==> config.mk <==
export PLATFORM = sky130hd
export DESIGN_NAME = cmpchg_unit
export DESIGN_NICKNAME = d
export VERILOG_FILES = /design/src/rtl/cmpchg_pkg.sv /design/src/rtl/cmpchg_sync.sv /design/src/rtl/cmpchg_chan.sv /design/src/rtl/cmpchg_regs.sv /design/src/rtl/cmpchg_pwr.sv /design/src/rtl/cmpchg_unit.sv
export SDC_FILE = /design/constraint.sdc
export NUM_CORES = 1
export LEC_CHECK = 0
export ABC_CLOCK_PERIOD_IN_PS = 2000
export BUFFER_PORTS_ARGS = -buffer_cell sky130_fd_sc_hd__buf_2
export CORE_MARGIN = 10
export CORE_UTILIZATION = 48
export DETAILED_ROUTE_END_ITERATION = 10
export PLACE_DENSITY = 0.73
export RECOVER_POWER = 100
export SKIP_CTS_REPAIR_TIMING = 1
export SYNTH_ARGS = -nofsm -noshare
export SYNTH_HDL_FRONTEND = slang
export SYNTH_SLANG_ARGS = --single-unit
==> constraint.sdc <==
create_clock -name clk -period 2 [get_ports clk]
set_input_delay 0.1 -clock clk [delete_from_list [all_inputs] [get_ports clk]]
set_output_delay 0.1 -clock clk [all_outputs]
set_load 0.02 [all_outputs]
==> src/rtl/cmpchg_pkg.sv <==
package cmpchg_pkg;
    typedef enum logic [1:0] {
        PM_RUN   = 2'd0,
        PM_IDLE  = 2'd1,
        PM_DOWN  = 2'd2,
        PM_TOTAL = 2'd3
    } pm_state_t;

    // channel register bit positions
    localparam int BIT_EN   = 0;
    localparam int BIT_OE   = 1;
    localparam int BIT_IE   = 2;
    localparam int BIT_FLAG = 3;
    localparam int BIT_LVL  = 4;

    localparam int WR_W = BIT_FLAG + 1;
    localparam int RD_W = BIT_LVL + 1;

    typedef struct packed {
        logic ie;
        logic oe;
        logic en;
    } ch_cfg_t;
endpackage

==> src/rtl/cmpchg_sync.sv <==
module cmpchg_sync #(
    parameter int STAGES = 2
) (
    input  logic clk,
    input  logic rst_n,
    input  logic d,
    output logic q
);
    logic [STAGES-1:0] chain;

    generate
        for (genvar s = 0; s < STAGES; s++) begin : g_stage
            if (s == 0) begin : g_first
                always_ff @(posedge clk or negedge rst_n) begin
                    if (!rst_n) chain[0] <= 1'b0;
                    else        chain[0] <= d;
                end
            end else begin : g_next
                always_ff @(posedge clk or negedge rst_n) begin
                    if (!rst_n) chain[s] <= 1'b0;
                    else        chain[s] <= chain[s-1];
                end
            end
        end
    endgenerate

    assign q = chain[STAGES-1];
endmodule

==> src/rtl/cmpchg_chan.sv <==
module cmpchg_chan (
    input  logic clk,
    input  logic rst_n,
    input  logic raw,
    input  logic lvl,
    input  logic active,
    input  logic clr,
    output logic flag,
    output logic wake_src
);
    logic prev;
    logic change;

    // prev follows the level at all times, so turning a channel on
    // compares against a fresh sample and sees no stale difference
    always_ff @(posedge clk or negedge rst_n) begin
        if (!rst_n) prev <= 1'b0;
        else        prev <= lvl;
    end

    assign change = active & (lvl ^ prev);

    always_ff @(posedge clk or negedge rst_n) begin
        if (!rst_n)      flag <= 1'b0;
        else if (change) flag <= 1'b1;
        else if (clr)    flag <= 1'b0;
    end

    // clock-free path: raw input against last latched level
    assign wake_src = active & (raw ^ prev);
endmodule

==> src/rtl/cmpchg_regs.sv <==
module cmpchg_regs
    import cmpchg_pkg::*;
#(
    parameter int NCH = 2,
    parameter int AW  = 2
) (
    input  logic            clk,
    input  logic            rst_n,
    input  logic            wr_en,
    input  logic [AW-1:0]   wr_addr,
    input  logic [WR_W-1:0] wr_data,
    input  logic [AW-1:0]   rd_addr,
    input  logic [NCH-1:0]  flag_in,
    input  logic [NCH-1:0]  lvl_in,
    output logic [RD_W-1:0] rd_data,
    output ch_cfg_t         cfg [NCH],
    output logic [NCH-1:0]  clr,
    output logic            all_off
);
    generate
        for (genvar i = 0; i < NCH; i++) begin : g_ch
            logic hit;
            assign hit    = wr_en && (wr_addr == AW'(i));
            assign clr[i] = hit && !wr_data[BIT_FLAG];

            always_ff @(posedge clk or negedge rst_n) begin
                if (!rst_n) begin
                    cfg[i] <= '0;
                end else if (hit) begin
                    cfg[i].en <= wr_data[BIT_EN];
                    cfg[i].oe <= wr_data[BIT_OE];
                    cfg[i].ie <= wr_data[BIT_IE];
                end
            end
        end
    endgenerate

    always_ff @(posedge clk or negedge rst_n) begin
        if (!rst_n)                                  all_off <= 1'b0;
        else if (wr_en && (wr_addr == AW'(NCH)))     all_off <= wr_data[0];
    end

    always_comb begin
        rd_data = '0;
        for (int i = 0; i < NCH; i++) begin
            if (rd_addr == AW'(i)) begin
                rd_data[BIT_EN]   = cfg[i].en;
                rd_data[BIT_OE]   = cfg[i].oe;
                rd_data[BIT_IE]   = cfg[i].ie;
                rd_data[BIT_FLAG] = flag_in[i];
                rd_data[BIT_LVL]  = lvl_in[i];
            end
        end
        if (rd_addr == AW'(NCH)) rd_data[0] = all_off;
    end
endmodule

==> src/rtl/cmpchg_pwr.sv <==
module cmpchg_pwr
    import cmpchg_pkg::*;
(
    input  logic       clk,
    input  logic       rst_n,
    input  logic       sleep_go,
    input  logic [1:0] sleep_kind,
    input  logic       wake_any,
    input  logic       ext_wake,
    output pm_state_t  state,
    output logic       sleeping,
    output logic       in_total
);
    pm_state_t nxt;

    always_ff @(posedge clk or negedge rst_n) begin
        if (!rst_n) state <= PM_RUN;
        else        state <= nxt;
    end

    always_comb begin
        nxt = state;
        unique case (state)
            PM_RUN: begin
                if (sleep_go) begin
                    unique case (sleep_kind)
                        2'd1:    nxt = PM_IDLE;
                        2'd2:    nxt = PM_DOWN;
                        2'd3:    nxt = PM_TOTAL;
                        default: nxt = PM_RUN;
                    endcase
                end
            end
            PM_IDLE:  if (wake_any || ext_wake) nxt = PM_RUN;
            PM_DOWN:  if (wake_any || ext_wake) nxt = PM_RUN;
            PM_TOTAL: if (ext_wake)             nxt = PM_RUN;
            default:  nxt = PM_RUN;
        endcase
    end

    always_comb begin
        sleeping = 1'b0;
        in_total = 1'b0;
        unique case (state)
            PM_RUN:   ;
            PM_IDLE:  sleeping = 1'b1;
            PM_DOWN:  sleeping = 1'b1;
            PM_TOTAL: in_total = 1'b1;
            default:  ;
        endcase
    end
endmodule

==> src/rtl/cmpchg_unit.sv <==
module cmpchg_unit
    import cmpchg_pkg::*;
#(
    parameter int NCH         = 2,
    parameter int SYNC_STAGES = 2,
    parameter int AW          = $clog2(NCH + 1)
) (
    input  logic            clk,
    input  logic            rst_n,
    input  logic [NCH-1:0]  cmp_raw,
    input  logic            wr_en,
    input  logic [AW-1:0]   wr_addr,
    input  logic [WR_W-1:0] wr_data,
    input  logic [AW-1:0]   rd_addr,
    output logic [RD_W-1:0] rd_data,
    input  logic            sleep_go,
    input  logic [1:0]      sleep_kind,
    input  logic            ext_wake,
    output logic            irq,
    output logic            wake_req,
    output logic [1:0]      pm_state,
    output logic [NCH-1:0]  cmp_pin
);
    ch_cfg_t          cfg [NCH];
    logic [NCH-1:0]   clr_v, flag_v, lvl_v, act_v, wsrc_v, ie_v, oe_v;
    logic             all_off, sleeping, in_total;
    pm_state_t        st;

    cmpchg_regs #(.NCH(NCH), .AW(AW)) i_regs (
        .clk(clk), .rst_n(rst_n), .wr_en(wr_en), .wr_addr(wr_addr),
        .wr_data(wr_data), .rd_addr(rd_addr), .flag_in(flag_v),
        .lvl_in(lvl_v), .rd_data(rd_data), .cfg(cfg), .clr(clr_v),
        .all_off(all_off)
    );

    generate
        for (genvar i = 0; i < NCH; i++) begin : g_ch
            assign ie_v[i]  = cfg[i].ie;
            assign oe_v[i]  = cfg[i].oe;
            assign act_v[i] = cfg[i].en & ~all_off & ~in_total;

            cmpchg_sync #(.STAGES(SYNC_STAGES)) i_sync (
                .clk(clk), .rst_n(rst_n), .d(cmp_raw[i]), .q(lvl_v[i])
            );

            cmpchg_chan i_chan (
                .clk(clk), .rst_n(rst_n), .raw(cmp_raw[i]), .lvl(lvl_v[i]),
                .active(act_v[i]), .clr(clr_v[i]), .flag(flag_v[i]),
                .wake_src(wsrc_v[i])
            );

            assign cmp_pin[i] = oe_v[i] & act_v[i] & lvl_v[i];
        end
    endgenerate

    assign irq      = ~in_total & (|(flag_v & ie_v));
    assign wake_req = sleeping & ((|(wsrc_v & ie_v)) | irq);

    cmpchg_pwr i_pwr (
        .clk(clk), .rst_n(rst_n), .sleep_go(sleep_go), .sleep_kind(sleep_kind),
        .wake_any(wake_req), .ext_wake(ext_wake), .state(st),
        .sleeping(sleeping), .in_total(in_total)
    );

    assign pm_state = st;
endmodule

==> metrics <==
Final min period 1.81 ns; Critical Path Source Type flop; Die Wd 62.1 um; area delta synth->final 22.1%; Clk Tree Root Cell clkbuf_4; busiest layer in global routing met2; Die Ht a little over 60 um; WS Path Type reg2out; layout cells sized above 1 0.236; clock sinks 17; fraction of the yosys area taken by sequential cells 0.500; GR Overflow Total 0; number of hold violations in the final report 0; setup TNS 0 ns; post-DP HPWL ~1.5 mm; antenna cells 0; slew margin rel. 0.403; Total Routing Usage GR 0.0949; r2r setup slk 0.33 ns; Worst-Skew Late Latency 0.28 ns; post-synthesis cell type count 26; residual DRC count 0; crit end category output port; synthesized area per cell 11.7 um2; via count 641; RD Place Congestion 0.762; Cell Count, Final, Fillers Out 131; Syn Nets 92; worst min-delay path class in2reg; CTS tree yes; dominant synthesized flop cell dfrtp_1; Initial Util 0.498; final period utilization 0.903; I/O pins 28; Reg2Reg Depth 5; RSZ-0062 raised after global routing no; number of synthesized register bits 17; Post-synth EDFFs 0; critical path arrival 1.71 ns; Final setup viols 0; power per cell area 993 nW/um2; hold_sp sleep_kind[0]; H-Tree Depth 1; max cap viols 0; largest net degree at the start of global routing 18; die area 3860 um2; first-pass GRT wire length 3.10 mm; status finished clean; initial antenna violation count 0; maximum VDD drop 0.000637 V; placed insts 124; port bufs 27; met1 Use GR 0.117; Leakage 0.000490 uW; Synthesis Warnings 0; Fillers 158; TritonRoute pass-1 iters 3; Hold Path Sink i_pwr.state[0]$_DFFE_PN0P_; vias in the first global route 715; met2 Usage GRT 0.147; worst r2r src i_pwr.state[0]$_DFFE_PN0P_; asr flop ratio synth 1.00; Post-Synthesis Cells 73; Core Rows 15; Tightest Pin Transition 0.896 ns; r2r endpoint i_pwr.state[1]$_DFFE_PN0P_; core area 1710 um2; CP required ~1.9 ns; worst hold slack ~0.054 ns; # nets final 126; routed wire length 1.80 mm; crit-path max FO 4; TritonCTS Buffers 3; synthesized area 851 um2; Clock Skew 0.00148 ns; met3 Resource Use GR 0.0394; final antenna-violating net count 0; Via density between 4 and 5; Starting DRT DRC Count 27; maximum clock frequency 0.554 GHz; clk buf depth 2; CTS clock-pin slew for the worst setup and hold paths about 0.090 ns; Hold Path Stages 3; Wirelength per Cell 13.7 um; Final Max Tran Viols 0
-- kinds of logic after synthesis --
| logic type | after synthesis | share of synthesized area |
|---|---|---|
| and+or+nand+nor | 21 | 0.128 |
| DFF | 17 | 0.500 |
| muxes | 14 | 0.175 |
| AOI/OAI and AO/OA | 9 | 0.100 |
| buffers and inverters | 6 | 0.0265 |
| xor gates and xnor gates | 4 | 0.0412 |
| adders and majority gates | 2 | 0.0294 |
-- worst max-delay path, cell delays in order (launching register included) --
cell	delay (ns)
dfrtp_1	0.41
ha_1	0.24
nor2_1	0.22
a32oi_1	0.16
a21boi_0	0.20
clkbuf_2	0.20
-- sequential cells by signal, indices dropped and copies added, names as in the netlist --
name	flops
i_pwr.state	2
g_ch.i_chan.flag	2
i_regs.all_off	1
i_regs.cfg	6
g_ch.i_sync.chain	2
g_ch.i_chan.prev	2
g_ch.i_sync.q	2
-- worst max-delay path by stage --
| stage | start | endpoint | slack, ns | cells past startpoint |
|---|---|---|---|---|
| final | i_pwr.state[0]$_DFFE_PN0P_ | wake_req | 0.19 | 5 |
| after global routing | i_pwr.state[0]$_DFFE_PN0P_ | wake_req | 0.04 | 5 |
| after CTS | i_pwr.state[0]$_DFFE_PN0P_ | wake_req | 0.18 | 5 |
| after detailed placement | i_pwr.state[0]$_DFFE_PN0P_ | i_pwr.state[0]$_DFFE_PN0P_ | 0.42 | 5 |
| after global placement | i_pwr.state[0]$_DFFE_PN0P_ | i_pwr.state[0]$_DFFE_PN0P_ | 0.46 | 5 |
| after floorplan | i_pwr.state[0]$_DFFE_PN0P_ | wake_req | 0.32 | 4 |
-- cell usage in the layout, fill, tap and decap left out, types with 2 or more instances in the layout --
master / count
nand2_1: 5
mux2_2: 7
ha_1: 2
mux2i_1: 7
nand3b_1: 2
nor2_1: 8
buf_2: 12
dfrtp_1: 17
dlygate4sd3_1: 3
clkbuf_4: 3
xor2_1: 3
inv_1: 5
clkbuf_1: 14
-- through the flow --
| step | total power [uW] | worst slack (ns) | cell area (um2) | utilization |
|---|---|---|---|---|
| 2_1_floorplan | 756 | 0.315 | 851 | - |
| 3_3_place_gp | 886 | 0.465 | 1010 | 0.593 |
| 3_5_place_dp | 890 | 0.418 | 1010 | 0.593 |
| 4_1_cts | 1070 | 0.175 | 1040 | 0.610 |
| 5_1_grt | 1120 | 0.0431 | 1040 | 0.608 |
| 6_report | 1030 | 0.195 | 1040 | 0.608 |
-- Yosys cell counts (all sizes together), types with 2 or more instances --
library cell   n  area, um2
dfrtp         17        425
nor2           8       30.0
mux2           7       78.8
mux2i          7       70.1
inv            5       18.8
nand2          5       18.8
xor2           3       26.3
ha             2       25.0
nand3b         2       15.0
-- layout make-up --
class                      count  area, um2  share of cell area
sequential                    17        425               0.410
multi-input combinational     50        388               0.373
timing repair buffer          30        148               0.142
tap                           25       31.3              0.0301
clock buffer                   3       22.5              0.0217
inverter                       5       18.8              0.0181
clock inverter                 1       5.00             0.00482
-- routing by layer --
layer / part of all wire / up-vias
li1: - / 324
met1: 0.51 / 296
met2: 0.43 / 19
met3: 0.061 / 2
met4: 0.0056 / 0
met5: 0 / -
-- power by group --
group,switching [uW],leakage [uW],internal (uW)
combinational,223,0.000272,167
sequential,57.2,0.000200,410
clock,99.6,0.0000177,74.1
total,380,0.000490,651
(Power assumes the default switching activity.)
